--- config.mk ---
export PLATFORM = sky130hd
export DESIGN_NAME = fp_converter
export DESIGN_NICKNAME = d
export VERILOG_FILES = /design/src/rtl/fpc_pkg.sv /design/src/rtl/fpc_idle_detect.sv /design/src/rtl/fpc_frame_counter.sv /design/src/rtl/fpc_pulse_gen.sv /design/src/rtl/fp_converter.sv
export SDC_FILE = /design/constraint.sdc
export NUM_CORES = 1
export LEC_CHECK = 0
export CORE_UTILIZATION = 40
export DETAILED_ROUTE_END_ITERATION = 8
export PLACE_DENSITY_LB_ADDON = 0.12
export SYNTH_ARGS = -nofsm -noshare
export SYNTH_HDL_FRONTEND = slang
export SYNTH_SLANG_ARGS = --single-unit
--- constraint.sdc ---
create_clock -name clk -period 5.55 [get_ports clk]
set_input_delay 0.8325 -clock clk [delete_from_list [all_inputs] [get_ports clk]]
set_output_delay 0.8325 -clock clk [all_outputs]
set_load 0.02 [all_outputs]
--- src/rtl/fpc_pkg.sv ---
package fpc_pkg;

    // Style of the incoming frame pulse.
    typedef enum logic {
        FMT_IDLE_HIGH = 1'b0,  // pulse low, straddles the frame boundary
        FMT_IDLE_LOW  = 1'b1   // pulse high, at the start of channel 5
    } fp_fmt_e;

    // Level that marks a pulse for a given input style.
    function automatic logic active_level(input fp_fmt_e fmt);
        return (fmt == FMT_IDLE_LOW);
    endfunction

endpackage

--- src/rtl/fpc_idle_detect.sv ---
module fpc_idle_detect
    import fpc_pkg::*;
#(
    parameter int IDLE_RUN = 5
) (
    input  logic    clk,
    input  logic    rst_n,
    input  logic    fp_in,
    output fp_fmt_e fmt_o,
    output logic    locked_o,
    output logic    hit_o
);
    localparam int RUN_W = $clog2(IDLE_RUN + 1);

    typedef struct packed {
        logic             prev;
        logic [RUN_W-1:0] run;
        logic             locked;
        fp_fmt_e          fmt;
    } det_t;

    det_t st_d, st_q;
    logic hit_d;

    always_comb begin
        st_d  = st_q;
        hit_d = st_q.locked
             && (fp_in == active_level(st_q.fmt))
             && (st_q.prev != active_level(st_q.fmt));

        if (fp_in != st_q.prev) begin
            st_d.run = RUN_W'(1);
        end else if (st_q.run < RUN_W'(IDLE_RUN)) begin
            st_d.run = st_q.run + RUN_W'(1);
        end

        if (st_d.run == RUN_W'(IDLE_RUN)) begin
            st_d.locked = 1'b1;
            st_d.fmt    = fp_in ? FMT_IDLE_HIGH : FMT_IDLE_LOW;
        end
        st_d.prev = fp_in;
    end

    always_ff @(posedge clk or negedge rst_n) begin
        if (!rst_n) begin
            st_q <= '{prev: 1'b0, run: '0, locked: 1'b0, fmt: FMT_IDLE_HIGH};
        end else begin
            st_q <= st_d;
        end
    end

    assign fmt_o    = st_q.fmt;
    assign locked_o = st_q.locked;
    assign hit_o    = hit_d;

endmodule

--- src/rtl/fpc_frame_counter.sv ---
module fpc_frame_counter #(
    parameter int FRAME_CLKS = 512,
    parameter int POS_W      = $clog2(FRAME_CLKS)
) (
    input  logic             clk,
    input  logic             rst_n,
    input  logic             load_i,
    input  logic [POS_W-1:0] load_val_i,
    output logic [POS_W-1:0] pos_o,
    output logic [POS_W-1:0] pos_next_o
);
    localparam logic [POS_W-1:0] LAST = POS_W'(FRAME_CLKS - 1);

    logic [POS_W-1:0] pos_d, pos_q;

    always_comb begin
        if (load_i) begin
            pos_d = load_val_i;
        end else if (pos_q == LAST) begin
            pos_d = '0;
        end else begin
            pos_d = pos_q + POS_W'(1);
        end
    end

    always_ff @(posedge clk or negedge rst_n) begin
        if (!rst_n) begin
            pos_q <= '0;
        end else begin
            pos_q <= pos_d;
        end
    end

    assign pos_o      = pos_q;
    assign pos_next_o = pos_d;

endmodule

--- src/rtl/fpc_pulse_gen.sv ---
module fpc_pulse_gen
    import fpc_pkg::*;
#(
    parameter int POS_W       = 9,
    parameter int HIGH_TARGET = 79,   // position of a high pulse out
    parameter int LOW_TARGET  = 511   // position of a low pulse out
) (
    input  logic             clk,
    input  logic             rst_n,
    input  fp_fmt_e          fmt_i,
    input  logic [POS_W-1:0] pos_next_i,
    output logic             fp_out_o
);
    logic out_d, out_q;

    always_comb begin
        if (fmt_i == FMT_IDLE_HIGH) begin
            // opposite style: idle low, high for one clock
            out_d = (pos_next_i == POS_W'(HIGH_TARGET));
        end else begin
            // opposite style: idle high, low for one clock
            out_d = (pos_next_i != POS_W'(LOW_TARGET));
        end
    end

    always_ff @(posedge clk or negedge rst_n) begin
        if (!rst_n) begin
            out_q <= 1'b0;
        end else begin
            out_q <= out_d;
        end
    end

    assign fp_out_o = out_q;

endmodule

--- src/rtl/fp_converter.sv ---
module fp_converter
    import fpc_pkg::*;
#(
    parameter int SLOTS        = 32,
    parameter int SLOT_BITS    = 8,
    parameter int CLKS_PER_BIT = 2,
    parameter int IDLE_RUN     = 5,
    parameter int SHIFT_SLOTS  = 5,
    localparam int SLOT_W      = $clog2(SLOTS),
    localparam int BIT_W       = $clog2(SLOT_BITS)
) (
    input  logic              clk,
    input  logic              rst_n,
    input  logic              fp_in,
    output logic [SLOT_W-1:0] slot_o,
    output logic [BIT_W-1:0]  bit_o,
    output logic              fp_out
);
    localparam int SLOT_CLKS   = SLOT_BITS * CLKS_PER_BIT;
    localparam int FRAME_CLKS  = SLOTS * SLOT_CLKS;
    localparam int POS_W       = $clog2(FRAME_CLKS);
    localparam int PHASE_W     = $clog2(CLKS_PER_BIT);
    localparam int HIGH_PRESET = SHIFT_SLOTS * SLOT_CLKS;

    fp_fmt_e          fmt;
    logic             locked;
    logic             hit;
    logic [POS_W-1:0] pos, pos_next, load_val;

    fpc_idle_detect #(.IDLE_RUN(IDLE_RUN)) u_detect (
        .clk      (clk),
        .rst_n    (rst_n),
        .fp_in    (fp_in),
        .fmt_o    (fmt),
        .locked_o (locked),
        .hit_o    (hit)
    );

    assign load_val = (fmt == FMT_IDLE_LOW) ? POS_W'(HIGH_PRESET) : '0;

    fpc_frame_counter #(.FRAME_CLKS(FRAME_CLKS), .POS_W(POS_W)) u_count (
        .clk        (clk),
        .rst_n      (rst_n),
        .load_i     (hit),
        .load_val_i (load_val),
        .pos_o      (pos),
        .pos_next_o (pos_next)
    );

    fpc_pulse_gen #(
        .POS_W       (POS_W),
        .HIGH_TARGET (HIGH_PRESET - 1),
        .LOW_TARGET  (FRAME_CLKS - 1)
    ) u_pulse (
        .clk        (clk),
        .rst_n      (rst_n),
        .fmt_i      (fmt),
        .pos_next_i (pos_next),
        .fp_out_o   (fp_out)
    );

    assign slot_o = pos[POS_W-1 -: SLOT_W];
    assign bit_o  = pos[PHASE_W +: BIT_W];

endmodule

==> results of run 1 <==
worst min path at each step:
stage,startpoint,depth (start not counted),slack [ns],end
floorplan,u_detect.st_q[5]$_DFF_PN0_,1,0.52,u_detect.fmt_o$_DFFE_PN0N_
global placement,u_detect.locked_o$_DFFE_PN0N_,1,0.56,u_detect.locked_o$_DFFE_PN0N_
detailed placement,u_detect.locked_o$_DFFE_PN0N_,1,0.57,u_detect.locked_o$_DFFE_PN0N_
CTS,u_detect.st_q[5]$_DFF_PN0_,1,0.58,u_detect.fmt_o$_DFFE_PN0N_
global route,u_detect.st_q[5]$_DFF_PN0_,1,0.61,u_detect.fmt_o$_DFFE_PN0N_
finish,u_detect.st_q[5]$_DFF_PN0_,1,0.58,u_detect.fmt_o$_DFFE_PN0N_
registers in the layout (all words and copies together), names as in the netlist:
name               count
u_detect.st_q          4
u_detect.fmt_o         1
u_pulse.fp_out_o       1
u_count.pos_o          9
u_detect.locked_o      1
area by class of cell:
| cell class | instances | area share (%) |
|---|---|---|
| flip-flops and latches | 16 | 38.23 |
| clock buffers | 3 | 2.151 |
| multi-input cells | 66 | 43.61 |
| well taps | 28 | 3.345 |
| repair buffers | 11 | 10.51 |
| inverters | 6 | 2.151 |
routing by layer:
layer | GRT usage (%) | vias to the layer above
li1 | - | 346
met1 | 18.37 | 302
met2 | 22.00 | 11
met3 | 6.364 | 2
met4 | 5.556 | 0
met5 | 0 | -
logic make-up (layout without fill, tap and decap cells):
| logic type | Yosys count | count (layout) | synth area share [%] |
|---|---|---|---|
| AO/OA/AOI/OAI | 18 | 18 | 11.85 |
| XOR/XNOR | 7 | 7 | 6.525 |
| adder cells (fa/ha/maj) | 3 | 3 | 3.995 |
| buffers and inverters | 14 | 20 | 8.788 |
| flip-flops | 16 | 16 | 42.61 |
| multiplexers | 1 | 1 | 1.065 |
| AND/OR/NAND/NOR | 37 | 37 | 25.17 |
where the power goes:
part / leakage (nW) / internal, mW / switching [mW]
Clock: 0.0138 / 0.0252 / 0.0333
Sequential: 0.200 / 0.156 / 0.0560
Combinational: 0.217 / 0.0988 / 0.108
Total: 0.430 / 0.280 / 0.198
per-stage QoR:
step / setup slack (ns) / power (mW) / std cells
global placement: 3.079 / 0.4221 / 127
detailed placement: 3.021 / 0.4238 / 127
floorplan: 3.636 / 0.3698 / 96
CTS: 3.302 / 0.4829 / 130
finish: 3.310 / 0.4777 / 130
global route: 3.243 / 0.5200 / 130
layout by cell type (no fill, tap or decap), drive strengths merged:
cell type and count:
inv 6, nor2 11, nor4b 1, clkbuf 3, xor2 3, nand2 7, o21ai 6, nand3 3
nor3 3, nor4bb 1, nand4 1, nand3b 1, nand2b 1, or3 1, clkdlybuf4s50 11, a21oi 3
and3 2, nand4b 2, ha 3, a31oi 4, dfrtp 16, a32o 1, nor4 2, xnor2 4
nand4bb 1, mux2i 1, o31ai 1, o21bai 2, o32ai 1
==> impl_metrics.env, run 1 <==
export IMPL_status="complete, no violations"
export IMPL_grt_antenna_before_repair=0
export IMPL_core_um2=2212
export IMPL_place_area_um2=1025
export IMPL_synth_seq_area_share_pct=42.61
export IMPL_power_density_nw_per_um2=456.2
export IMPL_grt_use_total_pct=14.62
export IMPL_grt_pass1_vias=599
export IMPL_cts_buffers=3
export IMPL_syn_inst=96
export IMPL_viasPerCell=5.085
export IMPL_maxCapViolations=0
export IMPL_top_layer="met4"
export IMPL_reg2reg_depth=8
export IMPL_cp_slowest_cell="clkdlybuf4s50_1"
export IMPL_fin_util_pct=47.34
export IMPL_cp_start_kind="flip-flop"
export IMPL_synth_largest_area_cell="dfrtp_1"
export IMPL_wl_per_cell_um=12.27
export IMPL_post_cts_resized=0
export IMPL_wl_met3_um=72
export IMPL_initialDrtViolationCount=8
export IMPL_worst_slew_pin_slew_ns=0.6908
export IMPL_critPathTopFamily="buffers and inverters"
export IMPL_path_class="flip-flop to output pin"
export IMPL_critical_path_arrival_ns=1.41
export IMPL_netlist_top_cells_count="dfrtp_1, nor2_1, buf_4"
export IMPL_critPathCapture="slot_o[0]"
export IMPL_max_vdd_ir_drop_mv=0.1840
export IMPL_hold_class="flip-flop to flip-flop"
export IMPL_synth_nets=102
export IMPL_rsz0062_at_grt="no"
export IMPL_fin_area_um2=1047
export IMPL_syn_avg_cell_area_um2=9.788
export IMPL_start_util_pct=42.48
export IMPL_ys_seq_elements=16
export IMPL_reg2reg_to="u_pulse.fp_out_o$_DFF_PN0_"
export IMPL_dieArea_um2=2547
export IMPL_leakagePower_nw=0.4300
export IMPL_cts_sinks=16
export IMPL_clk_latency_ns=0.28
export IMPL_gr_total_overflow=0
export IMPL_antenna_cells=0
export IMPL_wl_met1_um=789
export IMPL_required_ns=4.72
export IMPL_period_share_pct=40.36
export IMPL_drtAntennaViolNets=0
export IMPL_drive_gt1_share_pct=7.843
export IMPL_async_flop_share_pct=100.0
export IMPL_crit_start="u_count.pos_o[4]$_DFF_PN0_"
export IMPL_dp_hpwl_mm=1.248
export IMPL_syn_area_um2=939.7
export IMPL_clockRootBuffer="clkbuf_4"
export IMPL_grt_max_degree=17
export IMPL_ys_warnings_count=0
export IMPL_slowest_delay_ns=0.64
export IMPL_synth_distinct_cells=31
export IMPL_synth_most_common_cell="dfrtp_1"
export IMPL_worst_path_stages=1
export IMPL_portBuffers=11
export IMPL_synth_enable_flop_cells=0
export IMPL_crit_buf_inv=1
export IMPL_synthFlopType="dfrtp_1"
export IMPL_crit_path_max_fanout=7
export IMPL_postCtsSetupRepairBufs=0
export IMPL_r2r_start="u_count.pos_o[0]$_DFF_PN0_"
export IMPL_grt_pass1_wl_mm=2.656
export IMPL_synth_area_leaders="dfrtp_1, buf_4, nor2_1"
export IMPL_cts_hold_buffers_added=0
export IMPL_routed_via_count=661
export IMPL_tns_ns=0
export IMPL_rrSetupSlack_ns=3.48
export IMPL_fillCellCount=218
export IMPL_multiInputGateArea_um2=456.7
export IMPL_die_x_um=50.47
export IMPL_fin_worst_skew_ns=0.01033
export IMPL_drc=0
export IMPL_fmax_mhz=446.4
export IMPL_cts_clk_slew_worst_paths_ns=0.09
export IMPL_max_slew_margin_pct=53.80
export IMPL_rows=17
export IMPL_crit_chain="clkdlybuf4s50_1"
export IMPL_wl_mm=1.595
export IMPL_clock_path_buffers=2
export IMPL_hold_ws_ns=0.5809
export IMPL_syn2layout_area_growth_pct=11.45
export IMPL_die_h_um=50.47
export IMPL_finalSetupViolCount=0
export IMPL_routed_wl_met2_um=715
export IMPL_min_period_ns=2.240
export IMPL_finalHoldViolations=0
export IMPL_ff_latch_area_um2=400.4
export IMPL_drt_pass1_iter_count=4
export IMPL_cts_max_level=1
export IMPL_finalNetCount=110
export IMPL_end_kind="output pin"
export IMPL_drv_slew=0
export IMPL_ioPinCount=12
export IMPL_cts_tree="yes"
export IMPL_yosysTopAreaCellShare_pct=42.61
export IMPL_gp_congestion=0.7795
Note: power is estimated with default switching activity, not from simulation.
==> run 2: changes to the inputs <==
Clock period 5.55 ns to 2.17 ns, I/O delays scaled along.
==> impl_metrics.env, run 2 (synthesized netlist as in run 1, its figures left out) <==
export IMPL_status="complete, no violations"
export IMPL_fin_worst_skew_ns=0.002004
export IMPL_grt_pass1_wl_mm=3.132
export IMPL_maxCapViolations=0
export IMPL_drive_gt1_share_pct=13.89
export IMPL_power_mw=1.329
export IMPL_grt_max_degree=17
export IMPL_finalSetupViolCount=0
export IMPL_cp_start_kind="flip-flop"
export IMPL_rsz0062_at_grt="no"
export IMPL_final_cell_count_no_fill=136
export IMPL_clock_path_buffers=2
export IMPL_hold_ws_ns=0.4483
export IMPL_drv_slew=0
export IMPL_drtAntennaViolNets=0
export IMPL_clockRootBuffer="clkbuf_4"
export IMPL_dp_hpwl_mm=1.282
export IMPL_drc=0
export IMPL_die_x_um=50.47
export IMPL_required_ns=2.36
export IMPL_portBuffers=11
export IMPL_rows=17
export IMPL_tns_ns=0
export IMPL_grt_antenna_before_repair=0
export IMPL_final_cell_mix="dfrtp_1, nor2_1, clkdlybuf4s50_1"
export IMPL_syn2layout_area_growth_pct=17.18
export IMPL_crit_path_max_fanout=9
export IMPL_antenna_cells=0
export IMPL_finalNetCount=115
export IMPL_clk_latency_ns=0.29
export IMPL_cts_buffers=3
export IMPL_power_density_nw_per_um2=1207
export IMPL_grt_pass1_vias=660
export IMPL_wl_mm=1.729
export IMPL_viasPerCell=5.176
export IMPL_ioPinCount=12
export IMPL_max_vdd_ir_drop_mv=0.5688
export IMPL_critical_path_arrival_ns=2.18
export IMPL_gp_congestion=0.8327
export IMPL_fmax_mhz=501.3
export IMPL_dpl_cell_count=130
export IMPL_hold_class="input pin to asynchronous set/reset pin"
export IMPL_cts_clk_slew_worst_paths_ns=0.10
export IMPL_cts_max_level=1
export IMPL_end_kind="flip-flop"
export IMPL_drt_pass1_iter_count=3
export IMPL_dieArea_um2=2547
export IMPL_core_um2=2212
export IMPL_grt_use_total_pct=16.98
export IMPL_final_common_cell="dfrtp_1"
export IMPL_start_util_pct=42.48
export IMPL_initialDrtViolationCount=8
export IMPL_max_slew_margin_pct=53.08
export IMPL_wl_per_cell_um=12.71
export IMPL_path_class="flip-flop to flip-flop"
export IMPL_cts_sinks=16
export IMPL_cts_tree="yes"
export IMPL_finalHoldViolations=0
export IMPL_period_share_pct=91.92
export IMPL_worst_slew_pin_slew_ns=0.7016
export IMPL_gr_total_overflow=0
export IMPL_die_h_um=50.47
export IMPL_largest_reg_flops=9
export IMPL_min_period_ns=1.995
export IMPL_leakagePower_nw=0.4604
export IMPL_routed_via_count=704
==> run 2: cell types whose count changed in the layout (fill, tap and decap cells not counted) <==
cell	delta
buf_4	+5
clkbuf_8	+1
ha_1	-1
ha_2	+1
==> run 2: final cells by class <==
cell class                 count  area (µm²)
timing repair buffer          16       147.6
tap                           28       35.03
inverter                       6       22.52
multi-input combinational     66       459.2
clock buffer                   4       36.28
sequential                    16       400.4
fill                         219        1111
==> run 2: repair_timing <==
item / in CTS / in global routing
resized for setup: 0 / 1
hold buffers: 0 / 0
setup buffers: 0 / 2
endpoints found under the setup margin: 0 / 1
endpoints found under the hold margin: 0 / 0
==> run 2: worst paths after layout <==
check	slack, ns	endpoint	start	cells past startpoint
worst max-delay path	0.18	u_pulse.fp_out_o$_DFF_PN0_	u_count.pos_o[1]$_DFF_PN0_	8
worst min-delay path	0.45	u_count.pos_o[8]$_DFF_PN0_	rst_n	1
worst max register to register	0.18	u_pulse.fp_out_o$_DFF_PN0_	u_count.pos_o[1]$_DFF_PN0_	8
worst min register to register	0.58	u_detect.fmt_o$_DFFE_PN0N_	u_detect.st_q[5]$_DFF_PN0_	1
max in group asynchronous	1.28	u_count.pos_o[0]$_DFF_PN0_	rst_n	1
min in group clk	0.58	u_detect.fmt_o$_DFFE_PN0N_	u_detect.st_q[5]$_DFF_PN0_	1
==> run 2: stage by stage <==
stage / worst slack (ns) / utilization [%] / cell area, µm²
5_1_grt: 0.006348 / 49.77 / 1101
2_1_floorplan: 0.2556 / - / 939.7
3_3_place_gp: 0.2163 / 47.34 / 1047
3_5_place_dp: 0.1293 / 47.34 / 1047
6_report: 0.1753 / 49.77 / 1101
4_1_cts: 0.1224 / 48.98 / 1084
==> run 2: metal layers <==
metal / global-route usage (%) / wire length (µm)
met1: 23.71 / 880
met2: 24.00 / 761
met3: 6.364 / 69
met4: 5.556 / 17
met5: 0 / 0
==> run 2: worst max-delay path: stages, from the launching register on <==
cell      delay (ns)
dfrtp_1         0.43
ha_2            0.23
nand3_1         0.13
nor3_1          0.07
ha_1            0.19
nand3b_4        0.22
nor4_4          0.29
nand4b_1        0.12
a32o_1          0.22
==> run 2: power by group <==
group / total, mW / switching (mW) / internal [mW]
Clock: 0.200 / 0.0974 / 0.102
Combinational: 0.599 / 0.306 / 0.293
Sequential: 0.530 / 0.131 / 0.399
Total: 1.33 / 0.534 / 0.794
==> run 3: changes to the inputs <==
Settings changed: CTS_BUF_LIST set to sky130_fd_sc_hd__clkbuf_4.
==> impl_metrics.env, run 3 (synthesized netlist as in run 1, its figures left out) <==
export IMPL_fin_ws_ns=0.1682
export IMPL_worst_slew_pin_slew_ns=0.7034
export IMPL_cts_hold_buffers_added=0
export IMPL_drv_slew=0
export IMPL_required_ns=2.35
export IMPL_place_area_um2=1047
export IMPL_cts_max_level=1
export IMPL_fin_worst_skew_ns=0.003596
export IMPL_path_class="flip-flop to flip-flop"
export IMPL_power_density_nw_per_um2=1182
export IMPL_final_cell_count_no_fill=136
export IMPL_tns_ns=0
export IMPL_dpl_cell_count=130
export IMPL_syn2layout_area_growth_pct=16.11
export IMPL_grt_max_degree=17
export IMPL_portBuffers=11
export IMPL_grt_pass1_vias=666
export IMPL_rows=17
export IMPL_initialDrtViolationCount=14
export IMPL_min_period_ns=2.002
export IMPL_wl_per_cell_um=12.76
export IMPL_viasPerCell=5.184
export IMPL_gr_total_overflow=0
export IMPL_final_cell_mix="dfrtp_1, nor2_1, clkdlybuf4s50_1"
export IMPL_pre_cts_ws_ns=0.1293
export IMPL_cp_start_kind="flip-flop"
export IMPL_cts_tree="yes"
export IMPL_grt_antenna_before_repair=0
export IMPL_max_slew_margin_pct=52.96
export IMPL_p_sw_mw=0.5307
export IMPL_fin_util_pct=49.32
export IMPL_hold_ws_ns=0.4531
export IMPL_gp_congestion=0.8327
export IMPL_clockRootBuffer="clkbuf_4"
export IMPL_rrSetupSlack_ns=0.17
export IMPL_drtAntennaViolNets=0
export IMPL_dieArea_um2=2547
export IMPL_end_kind="flip-flop"
export IMPL_leakagePower_nw=0.4548
export IMPL_hold_class="input pin to asynchronous set/reset pin"
export IMPL_drc=0
export IMPL_power_frac_comb_pct=46.5
export IMPL_fin_area_um2=1091
export IMPL_crit_path_max_fanout=9
export IMPL_fmax_mhz=499.5
export IMPL_cts_clk_slew_worst_paths_ns=0.09
export IMPL_seqPwrFrac_pct=41.1
export IMPL_core_um2=2212
export IMPL_grt_use_total_pct=16.98
export IMPL_start_util_pct=42.48
export IMPL_ioPinCount=12
export IMPL_final_common_cell="dfrtp_1"
export IMPL_die_h_um=50.47
export IMPL_power_mw=1.290
export IMPL_clkPwrFrac_pct=12.5
export IMPL_drive_gt1_share_pct=12.96
export IMPL_status="complete, no violations"
export IMPL_critical_path_arrival_ns=2.18
export IMPL_finalNetCount=115
export IMPL_maxCapViolations=0
export IMPL_routed_via_count=705
export IMPL_clk_latency_ns=0.29
export IMPL_p_sw_share_pct=41.15
export IMPL_clock_path_buffers=2
export IMPL_period_share_pct=92.25
export IMPL_die_x_um=50.47
export IMPL_drt_pass1_iter_count=4
export IMPL_antenna_cells=0
export IMPL_wl_mm=1.735
export IMPL_finalHoldViolations=0
export IMPL_largest_reg_flops=9
export IMPL_finalSetupViolCount=0
export IMPL_p_int_mw=0.7589
export IMPL_cts_buffers=3
export IMPL_cts_sinks=16
export IMPL_dp_hpwl_mm=1.282
export IMPL_grt_pass1_wl_mm=3.132
export IMPL_rsz0062_at_grt="no"
export IMPL_max_vdd_ir_drop_mv=0.5316
[run 3: cell types whose count changed in the layout (fill, tap and decap cells not counted)]
cell | previous run | this run
clkbuf_8 | 1 | 0
clkinv_1 | 0 | 1
[run 3: per-layer routing]
layer  wire length [µm]  vias to the layer above  global-route usage (%)
li1                   -                      362                       -
met5                  0                        -                       0
met1                889                      331                   23.71
met2                763                       10                   24.00
met4                 17                        0                   5.556
met3                 64                        2                   6.364
[run 3: path summary, 6_finish.rpt]
| check | start | to | cells past startpoint |
|---|---|---|---|
| hold reg to reg | u_detect.st_q[5]$_DFF_PN0_ | u_detect.fmt_o$_DFFE_PN0N_ | 1 |
| min in group clk | u_detect.st_q[5]$_DFF_PN0_ | u_detect.fmt_o$_DFFE_PN0N_ | 1 |
| hold / removal | rst_n | u_detect.locked_o$_DFFE_PN0N_ | 1 |
| max in group asynchronous | rst_n | u_pulse.fp_out_o$_DFF_PN0_ | 1 |
| setup / recovery | u_count.pos_o[1]$_DFF_PN0_ | u_pulse.fp_out_o$_DFF_PN0_ | 8 |
| setup reg to reg | u_count.pos_o[1]$_DFF_PN0_ | u_pulse.fp_out_o$_DFF_PN0_ | 8 |
[run 3: power by group through the flow]
stage          sequential [mW]  combinational [mW]  clock [mW]
4_1_cts                  0.529               0.573       0.172
5_1_grt                  0.550               0.670       0.185
3_3_place_gp             0.532               0.566           0
3_5_place_dp             0.535               0.569           0
2_1_floorplan            0.527               0.418           0
6_report                 0.530               0.599       0.161
[run 3: cell type report]
cell class / instances / area (µm²)
fillers: 218 / 1121
inverters: 6 / 22.52
well taps: 28 / 35.03
clock buffers: 3 / 22.52
flip-flops and latches: 16 / 400.4
clock inverters: 1 / 3.754
multi-input cells: 66 / 459.2
repair buffers: 16 / 147.6
[run 3: critical path: stages, from the launching register on]
cell and delay (ns):
dfrtp_1 0.43, ha_2 0.23, nand3_1 0.13, nor3_1 0.07, ha_1 0.19, nand3b_4 0.22, nor4_4 0.29, nand4b_1 0.12
a32o_1 0.22
[run 3: timing repair]
action,CTS,global route
setup endpoints to repair,0,1
resized for setup,0,1
buffers inserted,0,2
